## config.mk

```make
export PLATFORM = sky130hd
export DESIGN_NAME = evo_search_engine
export DESIGN_NICKNAME = d
export VERILOG_FILES = /design/src/rtl/evo_pkg.sv /design/src/rtl/evo_lfsr.sv /design/src/rtl/evo_rank.sv /design/src/rtl/evo_term.sv /design/src/rtl/evo_search_engine.sv
export SDC_FILE = /design/constraint.sdc
export NUM_CORES = 2
export LEC_CHECK = 0
export ABC_AREA = 1
export BUFFER_PORTS_ARGS = -buffer_cell sky130_fd_sc_hd__buf_2
export CORE_UTILIZATION = 40
export DETAILED_ROUTE_END_ITERATION = 8
export HOLD_SLACK_MARGIN = 0.05
export SETUP_SLACK_MARGIN = 0.2
export SLEW_MARGIN = 40
export SYNTH_ARGS = -nofsm -noshare
export SYNTH_HDL_FRONTEND = slang
export SYNTH_SLANG_ARGS = --single-unit
```

## constraint.sdc

```tcl
create_clock -name clk -period 2.7 [get_ports clk]
set_clock_uncertainty 0.05 [all_clocks]
set_input_delay 0.27 -clock clk [delete_from_list [all_inputs] [get_ports clk]]
set_output_delay 0.27 -clock clk [all_outputs]
set_load 0.03 [all_outputs]
```

## src/rtl/evo_pkg.sv

```systemverilog
package evo_pkg;
  typedef enum logic [1:0] {
    CAUSE_NONE    = 2'd0,
    CAUSE_PERFECT = 2'd1,
    CAUSE_STALL   = 2'd2,
    CAUSE_LIMIT   = 2'd3
  } cause_e;

  typedef enum logic [2:0] {
    ST_IDLE, ST_BUILD, ST_FILL, ST_DRAW, ST_OFFER, ST_WAIT, ST_GEN_END, ST_FINISH
  } state_e;
endpackage

```

## src/rtl/evo_lfsr.sv

```systemverilog
module evo_lfsr #(
  parameter int          W    = 32,
  parameter logic [W-1:0] TAPS = 32'h8020_0003,
  parameter logic [W-1:0] INIT = 32'h1F2E_3D4C
) (
  input  logic         clk,
  input  logic         rst_n,
  output logic [W-1:0] q
);
  // Galois form, shifting right, advances every cycle
  always_ff @(posedge clk or negedge rst_n) begin
    if (!rst_n) q <= INIT;
    else        q <= (q >> 1) ^ (q[0] ? TAPS : '0);
  end
endmodule

```

## src/rtl/evo_rank.sv

```systemverilog
module evo_rank #(
  parameter int CW   = 74,
  parameter int FW   = 8,
  parameter int NPAR = 4
) (
  input  logic                      clk,
  input  logic                      rst_n,
  input  logic                      clear,
  input  logic                      ins_en,
  input  logic [CW-1:0]             ins_chrom,
  input  logic [FW-1:0]             ins_fit,
  input  logic                      promote,
  output logic [NPAR-1:0][CW-1:0]   cur_chrom,
  output logic [CW-1:0]             top_chrom,
  output logic [FW-1:0]             top_fit
);
  logic [NPAR-1:0][CW-1:0] nxt_chrom;
  logic [NPAR-1:0][FW-1:0] nxt_fit;
  logic [NPAR-1:0]         nxt_vld;
  logic [NPAR-1:0]         beats;

  // strict compare keeps the earlier (lower index) entry on a tie
  always_comb begin
    for (int i = 0; i < NPAR; i++)
      beats[i] = !nxt_vld[i] || (ins_fit > nxt_fit[i]);
  end

  genvar g;
  generate
    for (g = 0; g < NPAR; g++) begin : g_ent
      always_ff @(posedge clk or negedge rst_n) begin
        if (!rst_n) begin
          nxt_chrom[g] <= '0;
          nxt_fit[g]   <= '0;
          nxt_vld[g]   <= 1'b0;
          cur_chrom[g] <= '0;
        end else if (clear) begin
          nxt_vld[g]   <= 1'b0;
          cur_chrom[g] <= '0;
        end else if (promote) begin
          cur_chrom[g] <= nxt_chrom[g];
          nxt_vld[g]   <= 1'b0;
        end else if (ins_en && beats[g]) begin
          if (g == 0) begin
            nxt_chrom[g] <= ins_chrom;
            nxt_fit[g]   <= ins_fit;
            nxt_vld[g]   <= 1'b1;
          end else if (beats[(g == 0) ? 0 : g-1]) begin
            nxt_chrom[g] <= nxt_chrom[(g == 0) ? 0 : g-1];
            nxt_fit[g]   <= nxt_fit[(g == 0) ? 0 : g-1];
            nxt_vld[g]   <= nxt_vld[(g == 0) ? 0 : g-1];
          end else begin
            nxt_chrom[g] <= ins_chrom;
            nxt_fit[g]   <= ins_fit;
            nxt_vld[g]   <= 1'b1;
          end
        end
      end
    end
  endgenerate

  assign top_chrom = nxt_chrom[0];
  assign top_fit   = nxt_fit[0];
endmodule

```

## src/rtl/evo_term.sv

```systemverilog
module evo_term
  import evo_pkg::*;
#(
  parameter int FW        = 8,
  parameter int STALL_LIM = 1000,
  parameter int GEN_LIM   = 3000,
  localparam int SW = $clog2(STALL_LIM + 1),
  localparam int GW = $clog2(GEN_LIM + 1)
) (
  input  logic          clk,
  input  logic          rst_n,
  input  logic          clear,
  input  logic          step,
  input  logic [FW-1:0] gen_best,
  input  logic [FW-1:0] perfect_fit,
  output logic          improve,
  output logic          stop,
  output cause_e        cause,
  output logic [FW-1:0] best_fit,
  output logic [GW-1:0] gen_count
);
  logic          have_best;
  logic [SW-1:0] stall;
  logic [SW-1:0] stall_nx;
  logic [GW-1:0] gen_nx;

  always_comb begin
    improve  = !have_best || (gen_best > best_fit);
    stall_nx = improve ? '0 : stall + 1'b1;
    gen_nx   = gen_count + 1'b1;
    if (gen_best >= perfect_fit)       cause = CAUSE_PERFECT;
    else if (stall_nx == SW'(STALL_LIM)) cause = CAUSE_STALL;
    else if (gen_nx == GW'(GEN_LIM))   cause = CAUSE_LIMIT;
    else                               cause = CAUSE_NONE;
    stop = (cause != CAUSE_NONE);
  end

  always_ff @(posedge clk or negedge rst_n) begin
    if (!rst_n) begin
      have_best <= 1'b0;
      best_fit  <= '0;
      stall     <= '0;
      gen_count <= '0;
    end else if (clear) begin
      have_best <= 1'b0;
      best_fit  <= '0;
      stall     <= '0;
      gen_count <= '0;
    end else if (step) begin
      have_best <= 1'b1;
      if (improve) best_fit <= gen_best;
      stall     <= stall_nx;
      gen_count <= gen_nx;
    end
  end
endmodule

```

## src/rtl/evo_search_engine.sv

```systemverilog
module evo_search_engine
  import evo_pkg::*;
#(
  parameter int          CW        = 74,
  parameter int          FW        = 8,
  parameter int          POP       = 128,
  parameter int          NPAR      = 4,
  parameter int          STALL_LIM = 1000,
  parameter int          GEN_LIM   = 3000,
  parameter logic [31:0] LFSR_INIT = 32'h1F2E_3D4C,
  localparam int GW    = $clog2(GEN_LIM + 1),
  localparam int IW    = $clog2(CW),
  localparam int PW    = $clog2(POP),
  localparam int QW    = (NPAR > 1) ? $clog2(NPAR) : 1,
  localparam int NWORD = (CW + 31) / 32,
  localparam int FCW   = $clog2(NWORD) + 1
) (
  input  logic          clk,
  input  logic          rst_n,
  input  logic          start,
  input  logic          seed_en,
  input  logic [CW-1:0] seed_chrom,
  input  logic [FW-1:0] perfect_fit,
  output logic          cand_valid,
  input  logic          cand_ready,
  output logic [CW-1:0] cand_chrom,
  input  logic          fit_valid,
  output logic          fit_ready,
  input  logic [FW-1:0] fit_score,
  output logic          busy,
  output logic          done,
  output logic [1:0]    done_cause,
  output logic [CW-1:0] best_chrom,
  output logic [FW-1:0] best_fit,
  output logic [GW-1:0] gen_count
);
  state_e                  state;
  logic [PW-1:0]           slot;
  logic [QW-1:0]           par_sel;
  logic [FCW-1:0]          fill_cnt;
  logic [CW-1:0]           cand_q;
  logic [CW-1:0]           base_q;
  logic [CW-1:0]           seed_q;
  logic                    seed_mode_q;
  cause_e                  cause_q;
  logic [CW-1:0]           best_chrom_q;
  logic [31:0]             rnd;
  logic [IW-1:0]           flip_idx;
  logic                    gen_zero;
  logic                    go;
  logic                    ins_en;
  logic                    gen_step;
  logic [NPAR-1:0][CW-1:0] par_chrom;
  logic [CW-1:0]           top_chrom;
  logic [FW-1:0]           top_fit;
  logic                    t_improve;
  logic                    t_stop;
  cause_e                  t_cause;

  evo_lfsr #(.W(32), .TAPS(32'h8020_0003), .INIT(LFSR_INIT)) u_lfsr (
    .clk(clk), .rst_n(rst_n), .q(rnd)
  );

  assign go       = (state == ST_IDLE) && start;
  assign ins_en   = (state == ST_WAIT) && fit_valid;
  assign gen_step = (state == ST_GEN_END);
  assign gen_zero = (gen_count == '0);
  assign flip_idx = rnd[IW-1:0];

  evo_rank #(.CW(CW), .FW(FW), .NPAR(NPAR)) u_rank (
    .clk(clk), .rst_n(rst_n), .clear(go),
    .ins_en(ins_en), .ins_chrom(cand_q), .ins_fit(fit_score),
    .promote(gen_step), .cur_chrom(par_chrom),
    .top_chrom(top_chrom), .top_fit(top_fit)
  );

  evo_term #(.FW(FW), .STALL_LIM(STALL_LIM), .GEN_LIM(GEN_LIM)) u_term (
    .clk(clk), .rst_n(rst_n), .clear(go), .step(gen_step),
    .gen_best(top_fit), .perfect_fit(perfect_fit),
    .improve(t_improve), .stop(t_stop), .cause(t_cause),
    .best_fit(best_fit), .gen_count(gen_count)
  );

  always_ff @(posedge clk or negedge rst_n) begin
    if (!rst_n) begin
      state        <= ST_IDLE;
      slot         <= '0;
      par_sel      <= '0;
      fill_cnt     <= '0;
      cand_q       <= '0;
      base_q       <= '0;
      seed_q       <= '0;
      seed_mode_q  <= 1'b0;
      cause_q      <= CAUSE_NONE;
      best_chrom_q <= '0;
    end else begin
      unique case (state)
        ST_IDLE: if (start) begin
          seed_q       <= seed_chrom;
          seed_mode_q  <= seed_en;
          slot         <= '0;
          par_sel      <= '0;
          cause_q      <= CAUSE_NONE;
          best_chrom_q <= '0;
          state        <= ST_BUILD;
        end
        ST_BUILD: begin
          if (gen_zero && !seed_mode_q) begin
            fill_cnt <= '0;
            state    <= ST_FILL;
          end else if (slot == '0) begin
            cand_q <= gen_zero ? seed_q : par_chrom[0];
            state  <= ST_OFFER;
          end else begin
            base_q <= gen_zero ? seed_q : par_chrom[par_sel];
            state  <= ST_DRAW;
          end
        end
        ST_FILL: begin
          cand_q   <= CW'({cand_q, rnd});
          fill_cnt <= fill_cnt + 1'b1;
          if (fill_cnt == FCW'(NWORD - 1)) state <= ST_OFFER;
        end
        ST_DRAW: if (32'(flip_idx) < CW) begin
          cand_q <= base_q ^ (CW'(1) << flip_idx);
          state  <= ST_OFFER;
        end
        ST_OFFER: if (cand_ready) state <= ST_WAIT;
        ST_WAIT: if (fit_valid) begin
          if (slot == PW'(POP - 1)) begin
            state <= ST_GEN_END;
          end else begin
            slot    <= slot + 1'b1;
            par_sel <= (par_sel == QW'(NPAR - 1)) ? '0 : par_sel + 1'b1;
            state   <= ST_BUILD;
          end
        end
        ST_GEN_END: begin
          if (t_improve) best_chrom_q <= top_chrom;
          slot    <= '0;
          par_sel <= '0;
          if (t_stop) begin
            cause_q <= t_cause;
            state   <= ST_FINISH;
          end else begin
            state <= ST_BUILD;
          end
        end
        ST_FINISH: state <= ST_IDLE;
        default:   state <= ST_IDLE;
      endcase
    end
  end

  assign cand_valid = (state == ST_OFFER);
  assign cand_chrom = cand_q;
  assign fit_ready  = (state == ST_WAIT);
  assign busy       = (state != ST_IDLE);
  assign done       = (state == ST_FINISH);
  assign done_cause = cause_q;
  assign best_chrom = best_chrom_q;
endmodule

```

==> results_dict.tcl <==
set metrics [dict create \
    setup_violations 0 \
    final_min_period_over_clock_period 0.900 \
    regToRegEndpoint "u_rank.nxt_chrom[121]" \
    synth_seq_cells 1005 \
    synth_seq_area_share 0.539 \
    dp_wirelength_um 109000 \
    clock_sinks 1005 \
    dpl-instance-area_um2 50500 \
    placeableCoreArea_um2 115000 \
    port-buffer-count 269 \
    worstReg2RegStart "u_rank.nxt_fit[9]" \
    final_antenna_net_count 0 \
    worst_hold_startpoint "cand_ready" \
    grt_setup_unrepaired "yes" \
    timing.hold.worst.class "in -> reg" \
    multi_input_area_um2 17900 \
    timing.critical_path.from_type "register" \
    worstSetupEndpointType "register" \
    grt_max_degree 116 \
    antenna_violations_before_repair 2 \
    final_cell_area_um2 56100 \
    clk_root_buffer_cell "clkbuf_16" \
    drt_first_iter_violations 4258 \
    drt-total-wl_um 174000 \
    areaGrowthSynthToFinish_pct 20.3 \
    arrival_ns 2.96 \
    worstHoldEndpoint "state[1]" \
    synth_cells 5571 \
    synth_async_sr_flop_share 1.00 \
    syn-mean-instance-area_um2 8.38 \
    critical_path_required_ns 3.23 \
    grt_remaining_overflow 0 \
    critical-path-top-delay-family "buffers and inverters" \
    slew_headroom 0.569 \
    vdd_ir_drop_max_mv 0.921 \
    nNetsFinal 6051 \
    top_level_ports 270 \
    final_layout_size_suffix_gt1_frac 0.131 \
    grt_pass1_wl_um 243000 \
    syn_nets 5727 \
    fp.dieArea_um2 118000 \
    netlist_area_um2 46700 \
    worst-r2r-cell-count 15 \
    die_w_um 344 \
    die_h_um 344 \
    finalHoldViolCount 0 \
    max_stage_delay_ns 0.35 \
    cts_buffer_depth 3 \
    number_of_enable_type_register_cells_in_the_synthesized_netlist 0 \
    num-fill-cells 10931 \
    fmaxAchievable_mhz 411 \
    grt.total_usage 0.270 \
    drv.max_cap_violation_count 0 \
    placement_rows 124 \
    power.density_cell_area_nw_per_um2 1200 \
    first_global_vias 38963 \
    tritoncts "yes" \
    synth-main-ff-cell "dfrtp_1" \
    dr.pass1.iters 6 \
    clkSlewWorstSetupHoldPaths_ns 0.06 \
    vias_per_cell 5.57 \
    worst-r2r-setup-slack_ns 0.27 \
    outcome "completed" \
    place_congestion 0.962 \
    ys.warnings.count 0 \
    crit_buf_inv 5 \
    insertion_delay_to_the_later_sink_of_the_worst_skew_pair_ns 0.70 \
    drt-wirelength-per-cell_um 23.2 \
    floorplan.initialDensity 0.406 \
    setup-tns-final_ns 0 \
    crit_type "reg -> reg" \
    hold_path_depth 5 \
    path_cells "inv_1, ha_1, a21oi_1, o21ai_0, nand2_1, o211ai_1, o21ai_1, buf_4, nand2_8, nand2_4, clkinv_4, buf_4, buf_16, nand2_1, o21ai_0" \
    report.final.slew_viol_count 0 \
    area.sequential_um2 25200 \
    numCtsBuffers 109 \
    leakage_nw 26.3 \
    num_vias 41720 \
    drt_drc 0 \
    period_minus_slack_ns 2.43 \
    post_synth_num_cell_types 44 \
    max_h_tree_level 3 \
    critPathSlowestCell "dfrtp_1" \
    critical_path.max_fanout 28 \
    tightestPinTransition_ns 0.646 \
]
## registers in the layout, summed over array words and instances (netlist names), 3 cells and up
register and flops:
base_q 74, best_chrom 74, cand_chrom 74, fill_cnt 3
seed_q 74, slot 7, state 3, u_lfsr.q 32
u_rank.cur_chrom 296, u_rank.nxt_chrom 222, u_rank.nxt_fit 24, u_rank.nxt_vld 4
u_rank.top_chrom 74, u_rank.top_fit 8, u_term.best_fit 8, u_term.gen_count 12
u_term.stall 10
## repair_timing
action	CTS	global route
hold endpoints to repair	495	0
gates resized for setup	7	64
setup endpoints to repair	46	374
hold buffers	87	0
pin swaps	0	9
cloned	0	31
buffers inserted	0	23
## worst register-to-register path, stage by stage (launching register included)
cell and delay (ns):
dfrtp_1 0.35, inv_1 0.10, ha_1 0.26, a21oi_1 0.14
o21ai_0 0.08, nand2_1 0.06, o211ai_1 0.07, o21ai_1 0.12
buf_4 0.17, nand2_8 0.09, nand2_4 0.11, clkinv_4 0.09
buf_4 0.17, buf_16 0.16, nand2_1 0.20, o21ai_0 0.08
## through the flow
step | util | hold WS [ns] | cells | total power [mW] | setup WS, ns
after floorplan | - | -0.0756 | 5571 | 39.0 | 0.394
after detailed placement | 0.440 | 0.180 | 7155 | 49.0 | 0.136
after global routing | 0.488 | 0.119 | 7493 | 70.8 | 0.153
final | 0.488 | 0.118 | 7494 | 67.1 | 0.269
after global placement | 0.440 | 0.185 | 7155 | 48.5 | 0.107
after CTS | 0.479 | 0.0577 | 7438 | 64.5 | 0.208
## how the worst max path moves through the flow
stage | startpoint | to | slack, ns | cells after the start
3_5_place_dp | u_term.gen_count[0] | cand_chrom[0] | 0.14 | 12
3_3_place_gp | u_term.gen_count[0] | cand_chrom[0] | 0.11 | 12
6_report | u_rank.nxt_fit[9] | u_rank.nxt_chrom[121] | 0.27 | 15
4_1_cts | u_rank.top_fit[1] | u_rank.nxt_chrom[110] | 0.21 | 12
5_1_grt | u_term.gen_count[0] | cand_chrom[22] | 0.15 | 11
2_1_floorplan | u_term.best_fit[7] | best_chrom[68] | 0.39 | 14
## cell type report
cell class	count	area share
sequential	1005	0.449
multi-input combinational	3609	0.318
timing repair buffer	580	0.0942
clock buffer	172	0.0602
inverter	590	0.0404
tap	1512	0.0337
clock inverter	24	0.00446
antenna	2	0.0000892
## cells by family after synthesis
logic type               after synthesis  share of synthesized area
multiplexers                          38                    0.00917
flip-flops                          1005                      0.539
XOR/XNOR                              16                    0.00300
AND/OR/NAND/NOR                     1682                      0.144
AO/OA/AOI/OAI                       1811                      0.207
adder cells (fa/ha/maj)               60                     0.0161
buffers and inverters                959                     0.0813
## synthesized netlist by cell type (2+ instances only)
master / count / area [um^2]
clkinv_1: 3 / 11.3
o21ai_1: 117 / 586
o221ai_1: 11 / 96.3
nand2_1: 1253 / 4700
inv_1: 569 / 2140
buf_6: 3 / 33.8
dfstp_2: 17 / 447
nor3_4: 3 / 48.8
nand4_1: 17 / 106
xor2_1: 13 / 114
buf_4: 5 / 37.5
ha_1: 60 / 751
o21ai_0: 1080 / 5410
and3_1: 15 / 93.8
xnor2_1: 3 / 26.3
o211ai_1: 99 / 743
buf_2: 124 / 621
a21oi_1: 326 / 1630
mux2_2: 38 / 428
a21o_1: 33 / 248
o22ai_1: 99 / 619
nor3b_1: 19 / 143
o21bai_1: 7 / 52.6
clkbuf_1: 210 / 788
a31oi_1: 19 / 119
nor2_1: 221 / 830
nand3b_1: 2 / 15.0
o31ai_1: 12 / 90.1
nand3_1: 71 / 355
nor2_2: 2 / 12.5
nor3_1: 71 / 355
inv_2: 18 / 67.6
o2bb2ai_1: 4 / 35.0
nand2_2: 4 / 25.0
buf_1: 27 / 101
dfrtp_1: 988 / 24700
## report_power, final
part	switching (mW)	internal, mW
sequential	3.51	20.6
clock	6.24	8.98
combinational	19.2	8.60
total	28.9	38.1
## placed cells by master (no fill, tap or decap), types with 26 or more instances in the layout
cell	n
nand2_1	1243
o21ai_0	1069
dfrtp_1	985
inv_1	566
a21oi_1	325
buf_2	268
nor2_1	218
clkbuf_16	133
o21ai_1	127
buf_4	120
o211ai_1	99
o22ai_1	99
dlygate4sd3_1	86
nand3_1	71
nor3_1	65
ha_1	60
buf_12	58
mux2_2	38
a21o_1	33
clkbuf_8	33
clkbuf_1	26
## per-layer routing
layer / wire length (um) / GRT usage / vias to the layer above / share of wire
met5: 0 / 0 / - / 0
met4: 7840 / 0.105 / 0 / 0.045
met3: 14800 / 0.0470 / 368 / 0.085
met2: 78700 / 0.425 / 1779 / 0.45
met1: 72200 / 0.370 / 20526 / 0.42
li1: - / - / 19047 / -
Power figures use the tool's default switching activity.
